`src/rtl/be_split_pkg.sv`:
```
package be_split_pkg;
  localparam int unsigned LANE_BITS = 8;

  function automatic int unsigned lane_lsb(input int unsigned addr, input int unsigned bus_bytes);
    return (bus_bytes - 1 - addr) * LANE_BITS;
  endfunction
endpackage

```
`src/rtl/be_run_finder.sv`:
```
module be_run_finder #(
  parameter int unsigned N = 4,
  localparam int unsigned OFF_W = (N > 1) ? $clog2(N) : 1,
  localparam int unsigned SIZE_W = $clog2(N) + 1
) (
  input  logic [N-1:0]      mask,
  output logic              found,
  output logic [OFF_W-1:0]  start,
  output logic [SIZE_W-1:0] len,
  output logic [N-1:0]      rest
);
  logic seen;
  logic inrun;

  always_comb begin
    found = |mask;
    start = '0;
    len   = '0;
    rest  = mask;
    seen  = 1'b0;
    inrun = 1'b0;
    for (int i = 0; i < int'(N); i++) begin
      if (mask[i]) begin
        if (!seen) begin
          seen  = 1'b1;
          inrun = 1'b1;
          start = OFF_W'(i);
        end
        if (inrun) begin
          len     = len + SIZE_W'(1);
          rest[i] = 1'b0;
        end
      end else if (seen) begin
        inrun = 1'b0;
      end
    end
  end
endmodule

```
`src/rtl/be_lane_packer.sv`:
```
module be_lane_packer
  import be_split_pkg::*;
#(
  parameter int unsigned IN_BYTES  = 4,
  parameter int unsigned BUS_BYTES = 8,
  localparam int unsigned OFF_W  = $clog2(IN_BYTES),
  localparam int unsigned SIZE_W = $clog2(IN_BYTES) + 1,
  localparam int unsigned ADDR_W = $clog2(BUS_BYTES),
  localparam int unsigned HALF_W = ADDR_W - OFF_W,
  localparam int unsigned HALVES = BUS_BYTES / IN_BYTES
) (
  input  logic [HALF_W-1:0]         half,
  input  logic [OFF_W-1:0]          start,
  input  logic [SIZE_W-1:0]         len,
  input  logic [IN_BYTES*8-1:0]     data,
  output logic [ADDR_W-1:0]         addr,
  output logic [BUS_BYTES*8-1:0]    lanes,
  output logic [BUS_BYTES-1:0]      lane_en
);
  logic [IN_BYTES-1:0] in_run;

  always_comb begin
    for (int k = 0; k < int'(IN_BYTES); k++) begin
      in_run[k] = (k >= int'(start)) && (k < int'(start) + int'(len));
    end
  end

  always_comb begin
    addr    = {half, start};
    lanes   = '0;
    lane_en = '0;
    for (int h = 0; h < int'(HALVES); h++) begin
      for (int k = 0; k < int'(IN_BYTES); k++) begin
        if (int'(half) == h && in_run[k]) begin
          lanes[lane_lsb(h*IN_BYTES + k, BUS_BYTES) +: LANE_BITS] = data[k*LANE_BITS +: LANE_BITS];
          lane_en[h*IN_BYTES + k] = 1'b1;
        end
      end
    end
  end
endmodule

```
`src/rtl/be_split_top.sv`:
```
module be_split_top #(
  parameter int unsigned IN_BYTES  = 4,
  parameter int unsigned BUS_BYTES = 8,
  localparam int unsigned OFF_W  = $clog2(IN_BYTES),
  localparam int unsigned SIZE_W = $clog2(IN_BYTES) + 1,
  localparam int unsigned ADDR_W = $clog2(BUS_BYTES),
  localparam int unsigned HALF_W = ADDR_W - OFF_W
) (
  input  logic                   clk,
  input  logic                   rst,
  input  logic                   in_valid,
  output logic                   in_ready,
  input  logic [IN_BYTES-1:0]    in_be_n,
  input  logic [HALF_W-1:0]      in_half,
  input  logic [IN_BYTES*8-1:0]  in_data,
  output logic                   req_valid,
  input  logic                   req_ack,
  output logic [ADDR_W-1:0]      req_addr,
  output logic [SIZE_W-1:0]      req_size,
  output logic [BUS_BYTES*8-1:0] req_data,
  output logic [BUS_BYTES-1:0]   req_lane_en,
  output logic                   done
);
  logic [IN_BYTES-1:0]    rem_q;
  logic [IN_BYTES*8-1:0]  data_q;
  logic [HALF_W-1:0]      half_q;

  logic [IN_BYTES-1:0]    src_mask;
  logic [IN_BYTES*8-1:0]  src_data;
  logic [HALF_W-1:0]      src_half;

  logic                   nx_found;
  logic [OFF_W-1:0]       nx_start;
  logic [SIZE_W-1:0]      nx_len;
  logic [IN_BYTES-1:0]    nx_rest;
  logic [ADDR_W-1:0]      nx_addr;
  logic [BUS_BYTES*8-1:0] nx_lanes;
  logic [BUS_BYTES-1:0]   nx_en;

  logic accept;
  logic advance;

  assign in_ready = !req_valid;
  assign accept   = in_valid && in_ready;
  assign advance  = req_valid && req_ack;

  // an outstanding request works on stored state, otherwise on the live input
  assign src_mask = req_valid ? rem_q  : ~in_be_n;
  assign src_data = req_valid ? data_q : in_data;
  assign src_half = req_valid ? half_q : in_half;

  be_run_finder #(.N(IN_BYTES)) u_find (
    .mask  (src_mask),
    .found (nx_found),
    .start (nx_start),
    .len   (nx_len),
    .rest  (nx_rest)
  );

  be_lane_packer #(.IN_BYTES(IN_BYTES), .BUS_BYTES(BUS_BYTES)) u_pack (
    .half    (src_half),
    .start   (nx_start),
    .len     (nx_len),
    .data    (src_data),
    .addr    (nx_addr),
    .lanes   (nx_lanes),
    .lane_en (nx_en)
  );

  always_ff @(posedge clk) begin
    if (rst) begin
      req_valid   <= 1'b0;
      req_addr    <= '0;
      req_size    <= '0;
      req_data    <= '0;
      req_lane_en <= '0;
      done        <= 1'b0;
      rem_q       <= '0;
      data_q      <= '0;
      half_q      <= '0;
    end else begin
      done <= 1'b0;
      if (accept) begin
        data_q    <= in_data;
        half_q    <= in_half;
        rem_q     <= nx_rest;
        req_valid <= nx_found;
        done      <= !nx_found;
        if (nx_found) begin
          req_addr    <= nx_addr;
          req_size    <= nx_len;
          req_data    <= nx_lanes;
          req_lane_en <= nx_en;
        end
      end else if (advance) begin
        rem_q <= nx_rest;
        if (nx_found) begin
          req_addr    <= nx_addr;
          req_size    <= nx_len;
          req_data    <= nx_lanes;
          req_lane_en <= nx_en;
        end else begin
          req_valid <= 1'b0;
          done      <= 1'b1;
        end
      end
    end
  end
endmodule

```
`config.mk`:
```
export PLATFORM = sky130hd
export DESIGN_NAME = be_split_top
export DESIGN_NICKNAME = d
export VERILOG_FILES = /design/src/rtl/be_split_pkg.sv /design/src/rtl/be_run_finder.sv /design/src/rtl/be_lane_packer.sv /design/src/rtl/be_split_top.sv
export SDC_FILE = /design/constraint.sdc
export NUM_CORES = 1
export LEC_CHECK = 0
export ABC_AREA = 1
export ABC_CLOCK_PERIOD_IN_PS = 3000
export CAP_MARGIN = 10
export CORE_ASPECT_RATIO = 0.75
export CORE_MARGIN = 3
export CORE_UTILIZATION = 46
export CTS_BUF_LIST = sky130_fd_sc_hd__clkbuf_8
export CTS_CLUSTER_DIAMETER = 100
export CTS_CLUSTER_SIZE = 24
export DETAILED_ROUTE_END_ITERATION = 6
export PLACE_DENSITY = 0.79
export SYNTH_ARGS = -nofsm -noshare
export SYNTH_HDL_FRONTEND = slang
export SYNTH_SLANG_ARGS = --single-unit
```
`constraint.sdc`:
```
create_clock -name clk -period 3 [get_ports clk]
set_input_delay 0.45 -clock clk [delete_from_list [all_inputs] [get_ports clk]]
set_output_delay 0.45 -clock clk [all_outputs]
set_load 0.01 [all_outputs]
```
-- Yosys cells after proc, flatten, opt, wreduce, memory -nomap -nowiden
Index checks and enable logic that the tools add are counted.
- logic and storage cells: 117
- output and inout bits: 81
- register bits after elaboration: 117
- input port bits: 41
- mux-type cells: 76
- reductions and logical operators: 18
- $add $sub $neg: 4
- $lt $le $gt $ge: 7
- bitwise logic cells: 2
- eq/ne operators: 1
- operator list (operator ; number):
    $mux 64 ; 3
    $mux 8 ; 11
    $lt 3x32->1 const A ; 2
    $mux 1 ; 40
    $mux 3 ; 13
    $lt 1x32->1 const A ; 1
    $lt 2x32->1 const A ; 1
    $mux 32 ; 1
    $logic_and 1x1->1 ; 13
    $mux 4 ; 3
    $mux 2 ; 5
    $add 3x1->3 const B ; 3
    $add 2x3->4 ; 1
    $ge 1x2->1 const A ; 2
    $not 4->4 ; 1
    $reduce_or 4->1 ; 1
    $ge 2x2->1 const A ; 1
    $logic_not 1->1 ; 2
    $ne 2x1->1 const B ; 1
    $reduce_and 2->1 ; 1
    $reduce_bool 2->1 ; 1
    $not 1->1 ; 1

-- Depth between registers and ports, before layout
Gate-level depths: netlist (run 1).
- word-level depth: 22
- gate-level depth with buffers: 16
- depth with buffers taken out: 15

-- Cells and area by module
Synthesis (run 1) repeated with hierarchy kept, for this count alone.
- cell total of the unflattened synthesis: 954
- area total of the unflattened synthesis: 6143.4 um^2
- modules (own cells, without submodules) (module ; cells an instance ; instances ; area an instance (um^2)):
    be_split_top ; 765 ; 1 ; 5158.7
    be_lane_packer ; 138 ; 1 ; 701.9
    be_run_finder ; 51 ; 1 ; 282.8

-- Least setup slack after synthesis (run 1)
Ideal clock, no wire load.
- path kind: reg2reg
- from: reg req_valid
- to: reg req_data[8]
- clock period less this slack: 3096 ps
- path buffers: 2
- arrival: 3026 ps
- path slack: -96 ps
- data required time: 2930 ps
- setup time: 70 ps
- stages on the path, launching flop included: 16
- path through: dfxtp_1 buf_6 nor2_1 inv_1 ha_1 mux2i_1 ha_1 o21ai_0 inv_1 fa_1 nand2_1 nand3_1 nand3_2 buf_6 nand4_1 a21oi_1
- longest elaborated chain between the ends: 20
- ends and longest elaborated chain (item ; line ; RTL):
    from (decl) ; be_split_top.sv:16 ; output logic req_valid,
    from (signal assigned) ; be_split_top.sv:87 ; req_valid <= nx_found;
    $mux 4 (*) ; be_split_top.sv:48 ; assign src_mask = req_valid ? rem_q : ~in_be_n;
    branches (longest 10 deep; another with $add 3x1->3) ; -- ;
    $mux 3 (*) ; be_run_finder.sv:23 ; if (mask[i]) begin
    via nx_len[1] ; be_split_top.sv:34 ; logic [SIZE_W-1:0] nx_len;
    $add 2x3->4 (*) ; be_lane_packer.sv:24 ; in_run[k] = (k >= int'(start)) && (k < int'(start) + int'(len));
    $lt 3x32->1 (*) ; be_lane_packer.sv:24 ;
    $logic_and 1x1->1 (*) ; be_lane_packer.sv:24 ;
    $logic_and 1x1->1 (*) ; be_lane_packer.sv:34 ; if (int'(half) == h && in_run[k]) begin
    $mux 8 (*) ; be_lane_packer.sv:34 ;
    $mux 64 (*) ; be_split_top.sv:89, be_split_top.sv:97 ;
    $mux 64 ; be_split_top.sv:95 ; end else if (advance) begin
    $mux 64 (*) ; be_split_top.sv:83 ; if (accept) begin
    to (signal assigned) ; be_split_top.sv:92 ; req_data <= nx_lanes;
    to (signal assigned) ; be_split_top.sv:100 ; req_data <= nx_lanes;
    to (decl) ; be_split_top.sv:20 ; output logic [BUS_BYTES*8-1:0] req_data,
Mark *: on every way through the listed nets, which the timed path passes. The select of a mux whose other input is x is not followed.
A chain may end at the register's enable or synchronous reset.

-- Worst setup path in the final report (run 1)
- from: in in_be_n[0]
- to: reg req_data[47]
- longest elaborated chain between the ends: 21
- ends and longest elaborated chain (item ; line ; RTL):
    from (decl) ; be_split_top.sv:13 ; input logic [IN_BYTES-1:0] in_be_n,
    $not 4->4 (*) ; be_split_top.sv:48 ;
    $mux 4 (*) ; be_split_top.sv:48 ;
    branches (longest 10 deep; another with $add 3x1->3) ; -- ;
    $mux 3 (*) ; be_run_finder.sv:23 ;
    via nx_len[1] ; be_split_top.sv:34 ;
    $add 2x3->4 (*) ; be_lane_packer.sv:24 ;
    $lt 3x32->1 (*) ; be_lane_packer.sv:24 ;
    $logic_and 1x1->1 (*) ; be_lane_packer.sv:24 ;
    $logic_and 1x1->1 (*) ; be_lane_packer.sv:34 ;
    $mux 8 (*) ; be_lane_packer.sv:34 ;
    $mux 64 (*) ; be_split_top.sv:89, be_split_top.sv:97 ;
    $mux 64 ; be_split_top.sv:95 ;
    $mux 64 (*) ; be_split_top.sv:83 ;
Marks and branches as above.

==> results_dict.tcl, run 1 <==
set metrics [dict create \
    die_area_um2 12020 \
    synth.top_cell.area_share_pct 46.65 \
    internal_power_mw 2.961 \
    dp_hpwl_mm 9.137 \
    synthTopCellsByCount "nand2_1 (132), dfxtp_1 (115), a21oi_1 (95), o21ai_0 (52), inv_1 (45)" \
    grt_pass1_wl_mm 21.75 \
    required_ns 3.30 \
    place_congestion 0.8517 \
    avgRoutedWirePerCell_um 14.98 \
    antenna_found_initial 0 \
    cts.clk_slew.worst_paths_ns 0.07 \
    fp.coreArea_um2 10370 \
    regToRegSetupSlack_ns 0.15 \
    syn-num-nets 684 \
    postLayoutCoreUtil_pct 65.78 \
    critPathKind "in2reg" \
    r2r_cells 15 \
    layout_setup_ws_ns 0.1186 \
    ys.flop_type "dfxtp_1" \
    async_reset_ff_share_pct 0 \
    crit_path_max_incr_delay_ns 0.50 \
    critical_path.endpoint_type "flop" \
    clock_latency_ns 0.44 \
    layout-drive-gt1-share_pct 14.36 \
    start_util_pct 47.59 \
    numCtsBuffers 17 \
    min_path_cells 2 \
    ios 122 \
    fin_nets 813 \
    period_needed_ns 2.881 \
    startpoint_type "input port" \
    cpMostUsedCell "ha_1" \
    drt_iter0_markers 358 \
    p_clk_share_pct 39.1 \
    routed_wl_mm 13.62 \
    cts_sinks 115 \
    overflow 0 \
    rows 32 \
    net-switching-power_mw 1.134 \
    ys_ff_latch 115 \
    grt_pass1_vias 4463 \
    port_buffers 121 \
    area_delta_synth_final_pct 38.24 \
    r2r-end "req_data[47]" \
    diodes 0 \
    cts_max_level 4 \
    synth_top_cell_by_area "dfxtp_1" \
    root_buffer "clkbuf_8" \
    slowest_stage "clkdlybuf4s50_1" \
    leakage_nw 2.563 \
    first_pass_iters 6 \
    cellPowerDensity_nw_per_um2 600.3 \
    r2r_start "req_valid" \
    yosysMostFrequentCell "nand2_1" \
    dp_slack_ns -0.4786 \
    postSynthAreaPerCell_um2 7.808 \
    crit_buf_inv 3 \
    dieWidth_um 125.6 \
    setup_viol 0 \
    worst_setup_path_endpoint "req_data[47]" \
    max_clock_freq_mhz 347.1 \
    pwr-share-seq_pct 40.6 \
    clk_path_buf_depth 2 \
    switching_share_pct 27.68 \
    viasPerCell 5.230 \
    cp.arrival_ns 3.18 \
    die_h_um 95.70 \
    final_hold_viol_count 0 \
    tritoncts "done" \
    synth_edf_count 0 \
    grt_max_degree 53 \
    worst_clock_skew_ns 0.01137 \
    via_count 4754 \
    syn_area_um2 4935 \
    cp_max_fo 18 \
    synth.area.top_cells "dfxtp_1 (47%), nand2_1 (10%), a21oi_1 (9.6%)" \
    comb_power_share_pct 20.3 \
    critPathTopFamily "adder cells" \
    status "finished, final reports clean" \
    min_path_type "reg2reg" \
    slew_violations 0 \
    ys_types 31 \
    cp-startpoint "in_be_n[0]" \
    path_cells "clkdlybuf4s50_1 > nor2_2 > ha_1 > mux2i_2 > ha_1 > o21ai_2 > inv_1 > ha_1 > a21oi_1 > nand2_1 > nand3_1 > nand3_2 > buf_12 > nand4_1 > a21oi_1" \
    fill_cells 853 \
    track_usage_pct 22.47 \
    remaining_drc_errors 0 \
    maxSlewHeadroom_pct 53.67 \
    postRouteAntennaNets 0 \
    cp.depth 15 \
    yosys_warnings 0 \
    syn_inst 632 \
    maxCapViolations 0 \
    worst_pin_slew_ns 0.6941 \
    total_power_mw 4.095 \
    yosysSeqAreaShare_pct 46.65 \
    fin_crit_sh_pct 96.05 \
    ir_worst_vdd_mv 0.3682 \
]
## power groups by stage
stage	Sequential, mW	Combinational, mW	Clock (mW)
floorplan	1.71	0.452	0
global placement	1.69	0.787	0
finish	1.66	0.833	1.60
detailed placement	1.70	0.808	0
global route	1.67	0.914	1.69
CTS	1.66	0.817	1.62
## routing by layer
layer  global-route usage (%)  part of all wire, %  vias to the layer above
met5                        0                    0                        -
met4                    6.679                 0.64                        0
met3                    6.156                  7.1                        9
met2                    35.63                   46                      159
met1                    30.31                   46                     2237
li1                         -                    -                     2349
## tightest hold or removal path, delay by kind of cell, from the launching register on
| family | cells | cell delay (ns) |
|---|---|---|
| flip-flops | 1 | 0.30 |
| AO/OA/AOI/OAI | 1 | 0.05 |
| buffers and inverters | 1 | 0.06 |
## layout by cell type, fill, tap and decap left out, types with 3 or more instances in the layout
cell and n:
nand3_2 5, ha_1 10, or2_2 24, inv_1 47, bufinv_16 4, nand3_1 24
nand4_1 17, a211oi_1 18, nand2_1 131, nand2_2 5, o21ai_0 51, a21oi_2 3
or2_1 8, buf_4 28, dfxtp_1 114, nor2_1 25, clkdlybuf4s50_1 119, a21oi_1 92
clkbuf_8 21
## final cells by class
| type | instances | area [um^2] | share of cell area [%] |
|---|---|---|---|
| Clock inverter | 10 | 156.4 | 2.293 |
| Inverter | 47 | 176.4 | 2.586 |
| Tap cell | 136 | 170.2 | 2.494 |
| Sequential cell | 115 | 2306 | 33.80 |
| Multi-Input combinational cell | 429 | 2268 | 33.25 |
| Clock buffer | 21 | 289.0 | 4.237 |
| Timing Repair Buffer | 151 | 1455 | 21.33 |
## sequential cells by signal (all words and copies together) (netlist names)
register,cells
req_data,64
data_q,32
req_lane_en,8
req_addr,3
req_size,3
rem_q,2
done,1
half_q,1
req_valid,1
## logic make-up (layout without fill, tap and decap cells)
family | count (synthesis) | after routing | synth area share [%]
buf+inv | 88 | 229 | 7.860
compound gates | 169 | 169 | 18.46
simple gates | 246 | 246 | 23.50
xor+xnor | 1 | 1 | 0.1775
flops | 115 | 115 | 46.65
fa+ha+maj | 11 | 11 | 2.941
mux | 2 | 2 | 0.4057
## through the flow
step | cell area, um^2 | TNS, ns | cells | hold WS, ns
detailed placement | 6349 | -16.03 | 877 | 0.4483
finish | 6822 | 0 | 909 | 0.4559
global placement | 6349 | -13.22 | 877 | 0.4357
floorplan | 4937 | 0 | 632 | 0.4244
global route | 6822 | -0.4538 | 909 | 0.4784
CTS | 6793 | 0 | 908 | 0.4579
## how the worst min path moves through the flow
stage | start | end | slack [ns]
6_report | half_q | half_q | 0.46
5_1_grt | data_q[25] | data_q[25] | 0.48
3_5_place_dp | data_q[15] | data_q[15] | 0.45
3_3_place_gp | data_q[30] | data_q[30] | 0.44
4_1_cts | data_q[15] | data_q[15] | 0.46
2_1_floorplan | data_q[25] | data_q[25] | 0.42
## what timing repair did
action,4_1_cts,5_1_grt
pin swaps,0,3
hold buffers,0,0
gates resized for setup,2,6
buffers inserted,0,1
endpoints found under the setup margin,36,36
(Power assumes the default switching activity.)
==> inputs of run 2 (changes only) <==
--- a/config.mk
+++ b/config.mk
@@ -6,16 +6,17 @@
 export NUM_CORES = 1
 export LEC_CHECK = 0
 export ABC_AREA = 1
-export ABC_CLOCK_PERIOD_IN_PS = 3000
+export ABC_CLOCK_PERIOD_IN_PS = 3400
 export CAP_MARGIN = 10
 export CORE_ASPECT_RATIO = 0.75
 export CORE_MARGIN = 3
-export CORE_UTILIZATION = 46
+export CORE_UTILIZATION = 55
 export CTS_BUF_LIST = sky130_fd_sc_hd__clkbuf_8
 export CTS_CLUSTER_DIAMETER = 100
 export CTS_CLUSTER_SIZE = 24
 export DETAILED_ROUTE_END_ITERATION = 6
-export PLACE_DENSITY = 0.79
+export PLACE_DENSITY = 0.89
 export SYNTH_ARGS = -nofsm -noshare
 export SYNTH_HDL_FRONTEND = slang
 export SYNTH_SLANG_ARGS = --single-unit
+export TNS_END_PERCENT = 20
==> constraint.sdc (replaced) <==
create_clock -name clk -period 3.4 [get_ports clk]
set_input_delay 0.51 -clock clk [delete_from_list [all_inputs] [get_ports clk]]
set_output_delay 0.51 -clock clk [all_outputs]
set_load 0.01 [all_outputs]
==> results_dict.tcl, run 2 (synthesized netlist as in run 1, its figures left out) <==
set metrics [dict create \
    dp_slack_ns -0.2075 \
    largestRegisters "req_data (64), data_q (32), req_lane_en (8)" \
    final_area_um2 6564 \
    postPlaceCellArea_um2 6171 \
    grt_pass1_vias 4534 \
    rows 29 \
    critPathKind "in2reg" \
    diodes 0 \
    die_area_um2 10160 \
    rsz0062_at_grt "no" \
    grt_pass1_wl_mm 21.33 \
    regArea_um2 2303 \
    grt_max_degree 96 \
    maxCapViolations 0 \
    numCtsBuffers 17 \
    net-switching-power_mw 0.9840 \
    grt_use_met1_pct 32.86 \
    area_delta_synth_final_pct 33.01 \
    first_pass_iters 5 \
    worst_pin_slew_ns 0.9941 \
    pwr-share-seq_pct 43.4 \
    overflow 0 \
    final_hold_viol_count 0 \
    critical_path.endpoint_type "flop" \
    track_usage_pct 26.44 \
    fill_cells 623 \
    ir_worst_vdd_mv 0.3543 \
    final_common_cell "nand2_1" \
    tritoncts "done" \
    setup_viol 0 \
    internal_power_mw 2.397 \
    min_path_type "reg2reg" \
    final_cell_mix "nand2_1 (131), clkdlybuf4s50_1 (120), dfxtp_1 (114)" \
    cellPowerDensity_nw_per_um2 515.1 \
    layout_setup_ws_ns 0.2733 \
    worst_clock_skew_ns 0.01121 \
    slew_violations 0 \
    maxSlewHeadroom_pct 33.73 \
    die_h_um 88.03 \
    startpoint_type "input port" \
    total_power_mw 3.381 \
    comb_power_share_pct 20.0 \
    dieWidth_um 115.4 \
    ios 122 \
    start_util_pct 57.38 \
    cp_max_fo 18 \
    remaining_drc_errors 0 \
    layout-drive-gt1-share_pct 11.52 \
    required_ns 3.67 \
    via_count 4754 \
    period_needed_ns 3.127 \
    avgRoutedWirePerCell_um 15.31 \
    viasPerCell 5.509 \
    routed_wl_mm 13.21 \
    grt_busiest_layer "met2" \
    hold_buffers 0 \
    cts_max_level 4 \
    fp.coreArea_um2 8600 \
    antenna_found_initial 0 \
    root_buffer "clkbuf_8" \
    leakage_nw 2.442 \
    fin_crit_sh_pct 91.96 \
    cts_sinks 115 \
    postRouteAntennaNets 0 \
    dp_hpwl_mm 8.639 \
    fin_nets 795 \
    switching_share_pct 29.10 \
    largest_reg_flops 64 \
    postLayoutCoreUtil_pct 76.33 \
    place_congestion 0.8404 \
    cp.arrival_ns 3.40 \
    clock_latency_ns 0.43 \
    p_clk_share_pct 36.6 \
    status "finished, final reports clean" \
    cts.clk_slew.worst_paths_ns 0.07 \
    holdWs_ns 0.4517 \
    drt_iter0_markers 264 \
    clk_path_buf_depth 2 \
    use_met2_pct 44.28 \
    port_buffers 121 \
    met3_usage_pct 6.906 \
    max_clock_freq_mhz 319.8 \
    multi_input_area_um2 2252 \
    regMostFlops "req_data" \
]
-- run 2: worst max-delay path: stages --
cell and delay, ns:
clkdlybuf4s50_1 0.52, nor2_8 0.12, inv_1 0.06, ha_1 0.29, mux2i_1 0.20, ha_1 0.28
o21ai_1 0.17, inv_1 0.10, ha_1 0.28, a21oi_1 0.16, nand2_1 0.07, nand3_1 0.18
nand3_2 0.13, buf_12 0.17, nand4_1 0.08, a21oi_1 0.08
-- run 2: timing repair --
item                                    4_1_cts  5_1_grt
resized for setup                             0        2
buffers inserted                              0        0
endpoints found under the setup margin        0       19
-- run 2: path summary, 6_finish.rpt --
| check | startpoint | end | slack [ns] | cells past startpoint |
|---|---|---|---|---|
| worst min-delay path | data_q[24] | data_q[24] | 0.45 | 2 |
| worst min register to register | data_q[24] | data_q[24] | 0.45 | 2 |
| worst max register to register | req_valid | req_data[40] | 0.38 | 14 |
| worst max-delay path | in_be_n[1] | req_data[40] | 0.27 | 16 |
-- run 2: area by class of cell --
type | instances | share of cell area (%)
Sequential cell | 115 | 35.09
Multi-Input combinational cell | 429 | 34.31
Timing Repair Buffer | 133 | 19.94
Clock buffer | 20 | 4.194
Inverter | 47 | 2.688
Tap cell | 108 | 2.059
Clock inverter | 11 | 1.716
-- run 2: through the flow --
step	std cells	TNS, ns
after floorplan	632	0
after global placement	832	-0.9800
after detailed placement	832	-5.812
after CTS	863	0
after global routing	863	0
final	863	0
-- run 2: per-layer routing --
layer	vias to the layer above	part of all wire (%)
li1	2323	-
met1	2233	43
met2	177	48
met3	21	6.9
met4	0	1.6
met5	-	0
-- run 2: power groups by stage --
| stage | sequential [mW] | combinational [mW] | clock [mW] |
|---|---|---|---|
| after detailed placement | 1.50 | 0.660 | 0 |
| after CTS | 1.47 | 0.670 | 1.25 |
| after global routing | 1.47 | 0.742 | 1.31 |
| after floorplan | 1.51 | 0.399 | 0 |
| final | 1.47 | 0.676 | 1.24 |
| after global placement | 1.49 | 0.637 | 0 |
